File: src/rtl/retx_fifo.sv
module retx_fifo #(
  parameter int WIDTH = 9,
  parameter int DEPTH = 512
) (
  input  logic             clk,
  input  logic             rst_n,
  input  logic             wr_n,
  input  logic             rd_n,
  input  logic             rt_n,
  input  logic [WIDTH-1:0] wr_data,
  output logic [WIDTH-1:0] rd_data,
  output logic             rd_valid,
  output logic             empty_n,
  output logic             full_n,
  output logic             half_n
);
  localparam int AW   = $clog2(DEPTH);
  localparam int CW   = AW + 1;
  localparam int HALF = DEPTH / 2;

  logic [WIDTH-1:0] mem [DEPTH];
  logic [AW-1:0]    wptr, rptr;
  logic [CW-1:0]    wcnt, rcnt;
  logic             w_q, r_q, rt_q;
  logic             wact, ract, wwait, rwait;

  wire w_fall  = w_q & ~wr_n;
  wire w_rise  = ~w_q & wr_n;
  wire r_fall  = r_q & ~rd_n;
  wire r_rise  = ~r_q & rd_n;
  wire wreq    = w_fall | wwait;
  wire rreq    = r_fall | rwait;
  wire wr_acc  = wreq & ~wr_n & (wcnt != CW'(DEPTH));
  wire rd_acc  = rreq & ~rd_n & (rcnt != '0);
  wire wr_cmt  = w_rise & wact;
  wire rd_done = r_rise & ract;
  wire rt_go   = rt_q & ~rt_n & rd_n & wr_n & r_q & w_q;

  assign empty_n = (rcnt != '0);
  assign full_n  = (wcnt != CW'(DEPTH));
  assign half_n  = (wcnt <= CW'(HALF));

  always_ff @(posedge clk) begin
    if (!rst_n) begin
      w_q <= 1'b1; r_q <= 1'b1; rt_q <= 1'b1;
      wptr <= '0; rptr <= '0; wcnt <= '0; rcnt <= '0;
      wact <= 1'b0; ract <= 1'b0; wwait <= 1'b0; rwait <= 1'b0;
      rd_valid <= 1'b0; rd_data <= '0;
    end else begin
      w_q   <= wr_n;
      r_q   <= rd_n;
      rt_q  <= rt_n;
      wwait <= wreq & ~wr_n & ~wr_acc;
      rwait <= rreq & ~rd_n & ~rd_acc;
      if (wr_acc)      wact <= 1'b1;
      else if (wr_cmt) wact <= 1'b0;
      if (wr_cmt) wptr <= wptr + 1'b1;
      if (rd_acc) begin
        rd_data  <= mem[rptr];
        rd_valid <= 1'b1;
        ract     <= 1'b1;
      end else if (r_rise) begin
        rd_valid <= 1'b0;
        ract     <= 1'b0;
      end
      if (rt_go) begin
        rptr <= '0;
        wcnt <= {1'b0, wptr};
        rcnt <= {1'b0, wptr};
      end else begin
        if (rd_acc) rptr <= rptr + 1'b1;
        wcnt <= wcnt + CW'(wr_acc) - CW'(rd_done);
        rcnt <= rcnt + CW'(wr_cmt) - CW'(rd_acc);
      end
    end
  end

  always_ff @(posedge clk)
    if (rst_n && wr_cmt) mem[wptr] <= wr_data;

  a_r3_no_overflow: assert property (@(posedge clk) disable iff (!rst_n)
    wcnt <= CW'(DEPTH));
  a_r2_count_order: assert property (@(posedge clk) disable iff (!rst_n)
    rcnt <= wcnt);
  a_r6_full_holds: assert property (@(posedge clk) disable iff (!rst_n)
    (!full_n && rd_n && r_q && rt_n) |=> !full_n);
  a_r5_empty_holds: assert property (@(posedge clk) disable iff (!rst_n)
    (!empty_n && wr_n && w_q && rt_n) |=> !empty_n);
  a_r4_valid_needs_read: assert property (@(posedge clk) disable iff (!rst_n)
    rd_valid |-> !$past(rd_n));
  a_r8_rewind_flags: assert property (@(posedge clk) disable iff (!rst_n)
    (rt_q && !rt_n && rd_n && wr_n && r_q && w_q) |=> (empty_n == ($past(wptr) != '0)));
endmodule

File: config.mk
export PLATFORM = sky130hd
export DESIGN_NAME = retx_fifo
export DESIGN_NICKNAME = d
export VERILOG_FILES = /design/src/rtl/retx_fifo.sv
export SDC_FILE = /design/constraint.sdc
export NUM_CORES = 2
export LEC_CHECK = 0
export BUFFER_PORTS_ARGS = -buffer_cell sky130_fd_sc_hd__buf_4
export CAP_MARGIN = 30
export CORE_ASPECT_RATIO = 1.1
export CORE_MARGIN = 3
export CORE_UTILIZATION = 45
export DETAILED_ROUTE_END_ITERATION = 12
export PLACE_DENSITY_LB_ADDON = 0.12
export RECOVER_POWER = 25
export SLEW_MARGIN = 20
export SYNTH_ARGS = -nofsm -noshare
export SYNTH_HDL_FRONTEND = slang
export SYNTH_MEMORY_MAX_BITS = 65536
export SYNTH_SLANG_ARGS = --single-unit
File: constraint.sdc
create_clock -name clk -period 4.8 [get_ports clk]
set_input_delay 0.72 -clock clk [delete_from_list [all_inputs] [get_ports clk]]
set_output_delay 0.72 -clock clk [all_outputs]
set_load 0.01 [all_outputs]
=== Word level (Yosys, flattened, before mapping) ===
Memory sizes are Yosys's and may differ from the RTL's. A register that Yosys moved wholly into a read port is not among the register bits.
Cells that the tools add are included.

* Memory bits (writable): 4608
* Logic and storage cells: 63
* Memories: 1
* Input bits: 14
* Output and inout port bits: 13
* Register bits: 45

* Muxes and demuxes: 8
* Reduce and logical (&&, ||, !) cells: 6
* Equal/unequal tests: 1
* Add/sub/neg operators: 6
* $lt $le $gt $ge: 1
* Bitwise operators: 27

{| class="wikitable"
|+ Memories
! memory !! depth !! width !! rd ports !! clocked after memory_dff !! wr ports !! line !! source
|-
| mem || 512 || 9 || 1 || 1 || 1 || 21 || <nowiki>logic [WIDTH-1:0] mem [DEPTH];</nowiki>
|}

{| class="wikitable"
|+ Operator list
! operator !! count
|-
| $add A10 B1 Y10 || 2
|-
| $sub A10 B1 Y10 || 2
|-
| $add A9 B1 Y9 const B || 2
|-
| $mux W9 || 2
|-
| $and A1 B1 Y1 || 17
|-
| $le A10 B9 Y1 const B || 1
|-
| $ne A10 B10 Y1 const B || 1
|-
| $reduce_bool A10 Y1 || 1
|-
| $not A1 Y1 || 8
|-
| $mux W1 || 6
|-
| $reduce_bool A2 Y1 || 2
|-
| $or A1 B1 Y1 || 2
|-
| $reduce_or A2 Y1 || 1
|-
| $logic_and A1 B1 Y1 || 1
|-
| $logic_not A1 Y1 || 1
|}

=== Logic depth before layout (Yosys ltp) ===
* Word-level depth: 8
* Mapped depth: 19
* Mapped depth without buffers: 18

=== Worst setup path before layout ===
OpenSTA, ideal clock, no wires.

* Path type: in2reg
* Start: input port wr_n
* End: register rcnt[8]
* Path slack: 1.688 ns
* Buffers on the path: 1
* Data required time: 4.678 ns
* Cell stages on the path: 15
* Setup time: 0.122 ns
* Arrival: 2.990 ns
* Cell sequence: and3b_1 -> clkbuf_1 -> inv_1 -> ha_1 -> inv_1 -> ha_1 -> fa_1 -> a21oi_1 -> o21bai_1 -> a21oi_1 -> o21bai_1 -> a21oi_1 -> o21bai_1 -> xnor2_1 -> o21ai_0

* Word-level cells in the longest chain between the ends: 5
* Elaborated cells on any way between the ends: 8
* Those cells by class: add/sub: 2; mux: 1; bitwise: 5

{| class="wikitable"
|+ Ends and longest elaborated chain
! what !! line !! source
|-
| start, declared || 7 || <nowiki>input logic wr_n,</nowiki>
|-
| $and A1 B1 Y1 || 28 || <nowiki>wire w_rise = ~w_q & wr_n;</nowiki>
|-
| $and A1 B1 Y1 || 35 || <nowiki>wire wr_cmt = w_rise & wact;</nowiki>
|-
| $add A10 B1 Y10 || 73 || <nowiki>rcnt <= rcnt + CW'(wr_cmt) - CW'(rd_acc);</nowiki>
|-
| $sub A10 B1 Y10 || 73 ||
|-
| $mux W9 (*) || 66 || <nowiki>if (rt_go) begin</nowiki>
|-
| end signal, assigned || 69 || <nowiki>rcnt <= {1'b0, wptr};</nowiki>
|-
| end signal, assigned || 73 ||
|-
| end, declared || 23 || <nowiki>logic [CW-1:0] wcnt, rcnt;</nowiki>
|}

Mark *: on every way between the ends. The rest lies on a longest branch, timed or not.
A chain may end at the register's enable or synchronous reset.

==> results.cfg <==
[logic_synthesis]
ys_seq_area_share_pct = 76.83
synth_warnings = 0
yosys_register_bits = 4662
synthArstFlopShare_pct = 0
syn_avg_cell_area_um2 = 20.93
ys_types = 81
synth_area_um2 = 181500
synth_ff_type = edfxtp_1
netlist_instances = 8672
synth_edf_count = 4608
synth_nets = 8722

[sta]
post-route-min-period_ps = 4697
report.final.hold_viol_count = 0
skew_ps = 55.93
fin_tns_setup_ps = 0
holdWs_ps = 314.6
period_share_pct = 97.86
setup_violations = 0
fmax_mhz = 212.9
worst_pin_slew_ps = 5147
slew-limit-headroom_pct = -243.1
slew_viol_final = 1702
rsz0062_at_grt = false

[layout]
stdcell_count = 15210
final_cell_mix = edfxtp_1, mux4_2, buf_4
drive_gt1_share_pct = 26.94
nets = 9566
layout_commonest_cell = edfxtp_1
syn_to_final_growth_pct = 14.95

[global_route]
grt_pass1_wl_mm = 772.4
antenna_found_initial = 40
grt_overflow = 0
grt_max_degree = 148
track_usage_pct = 26.93
grt_pass1_vias = 94750

[clocking]
max-clock-path-buffers = 4
post_cts_buffers = 0
htree_num_levels = 5
clk_pin_slew_ps = 60
cts.sinks = 4662
root_buffer = clkbuf_16
cts_tree = built
cts_buffers = 468
clkLatencyLatePin_ps = 1030
cts_resized = 0

[floorplan]
fp.dieArea_um2 = 411000
die_h_um = 672.1
row_count = 243
ios = 27
core_um2 = 399800
die_w_um = 611.5
start_util_pct = 45.40

[critical_path]
start_kind = flop
max_stage_delay_ps = 780
worstPathRequired_ps = 5720
crit_type = reg -> reg
cp_max_fo = 22
path_cells = buf_12 > buf_4 > nor2_4 > buf_4 > buf_4 > nand2_1 > a311oi_1 > a31oi_1 > o21ai_1 > nand3_1 > a32o_1
crit_slowest_cell = nor2_4
crit_top_cell = buf_4
crit_arrival_ps = 5610
end_kind = flop

[route]
wirelength_mm = 556.8
drtIter0Drc = 12920
antenna_left = 0
via_count = 95110
dr.pass1.iters = 6
drc = 0
vias_per_cell = 6.253
wire_per_inst_um = 36.61

[placed_design]
dp.cells = 14280
place.gp.congestion = 0.8587
portBuffers = 26
dp_hpwl_mm = 351.9

[power_and_ir_drop]
ir_worst_vdd_mv = 0.3543
p_leak_nw = 64.96
p_total_mw = 90.69
pwr_density_cell_nw_per_um2 = 434.7

[outcome]
violations = max-capacitance violations, max-slew violations
outcome = finished with violations

[run]
cap_violations = 20

[min_path]
hold_class = in -> reg
-- kinds of logic (layout without fill, tap and decap cells) --
group / after synthesis / in the layout / share of synthesized area, %
other cells: 0 / 26 / 0
mux: 1461 / 1461 / 15.08
flops: 4662 / 4662 / 76.83
xor+xnor: 29 / 29 / 0.1399
fa+ha+maj: 36 / 36 / 0.2564
simple gates: 1009 / 1009 / 2.329
compound gates: 904 / 904 / 3.454
buf+inv: 571 / 1815 / 1.905
-- path summary, 6_finish.rpt --
path | to | start | slack (ps) | depth (start not counted)
worst max-delay path | rd_data[2]$_SDFFE_PN0P_ | rptr[1]$_SDFFE_PP0P_ | 100 | 11
worst min-delay path | rt_q$_SDFF_PN1_ | rst_n | 310 | 3
worst max register to register | rd_data[2]$_SDFFE_PN0P_ | rptr[1]$_SDFFE_PP0P_ | 100 | 11
worst min register to register | wact$_SDFFE_PN0P_ | wact$_SDFFE_PN0P_ | 480 | 2
-- worst max-delay path: cells and delay by family, from the launching register on --
kind                   cells  cell delay (ps)
AO/OA/AOI/OAI              4             1790
buffers and inverters      4             1040
flip-flops                 1              570
AND/OR/NAND/NOR            3             1140
-- flip-flops by register name, summed over array words and instances, names as in the netlist --
name,count
rptr,9
rt_q,1
r_q,1
ract,1
rd_data,9
mem,4608
rcnt,10
wact,1
wptr,9
wwait,1
w_q,1
wcnt,10
rwait,1
-- routing by layer --
| layer | vias to the layer above | track usage (%) | routed length [µm] |
|---|---|---|---|
| met2 | 4751 | 42.72 | 265000 |
| met1 | 51540 | 37.78 | 221300 |
| met4 | 16 | 8.878 | 21160 |
| met3 | 845 | 5.079 | 49160 |
| li1 | 37960 | - | - |
| met5 | - | 0 | 114 |
-- through the flow --
stage | area, µm² | worst slack (ps) | util (%)
5_1_grt | 208600 | 29.25 | 52.17
6_report | 208600 | 102.6 | 52.18
3_5_place_dp | 193200 | 209.3 | 48.32
4_1_cts | 208600 | 251.1 | 52.17
2_1_floorplan | 181500 | 1688 | -
3_3_place_gp | 193000 | 103.3 | 48.27
-- layout make-up --
type	instances	area (µm²)
fillers	31170	191200
flip-flops and latches	4662	139500
multi-input cells	3439	38870
clock buffers	567	12190
repair buffers	912	8147
well taps	5267	6590
clock inverters	303	3154
inverters	33	138.9
diodes	26	65.06
-- synthesized netlist by cell type (30+ instances only) --
cell | instances | share of area (%)
ha_1 | 34 | 0.23
a221oi_1 | 83 | 0.40
dfxtp_1 | 54 | 0.60
edfxtp_1 | 4608 | 76
buf_2 | 132 | 0.36
a211oi_1 | 39 | 0.16
a21oi_1 | 196 | 0.54
nand3_1 | 53 | 0.15
nand2_1 | 197 | 0.41
a22oi_1 | 154 | 0.64
mux2i_1 | 423 | 2.3
clkbuf_1 | 207 | 0.43
o22ai_1 | 71 | 0.24
buf_4 | 54 | 0.22
buf_6 | 75 | 0.47
mux4_2 | 1008 | 13
nor2_1 | 612 | 1.3
buf_1 | 40 | 0.083
inv_1 | 30 | 0.062
o21ai_0 | 96 | 0.26
o221ai_1 | 52 | 0.25
-- repair_timing --
action,4_1_cts,5_1_grt
endpoints found under the setup margin,0,0
hold endpoints to repair,6,0
hold buffers,3,0
-- where the power goes --
group | total, mW | switching, mW | internal (mW)
combinational | 8.94 | 4.92 | 4.03
sequential | 45.0 | 0.134 | 44.8
clock | 36.8 | 15.6 | 21.2
(Power assumes the default switching activity.)
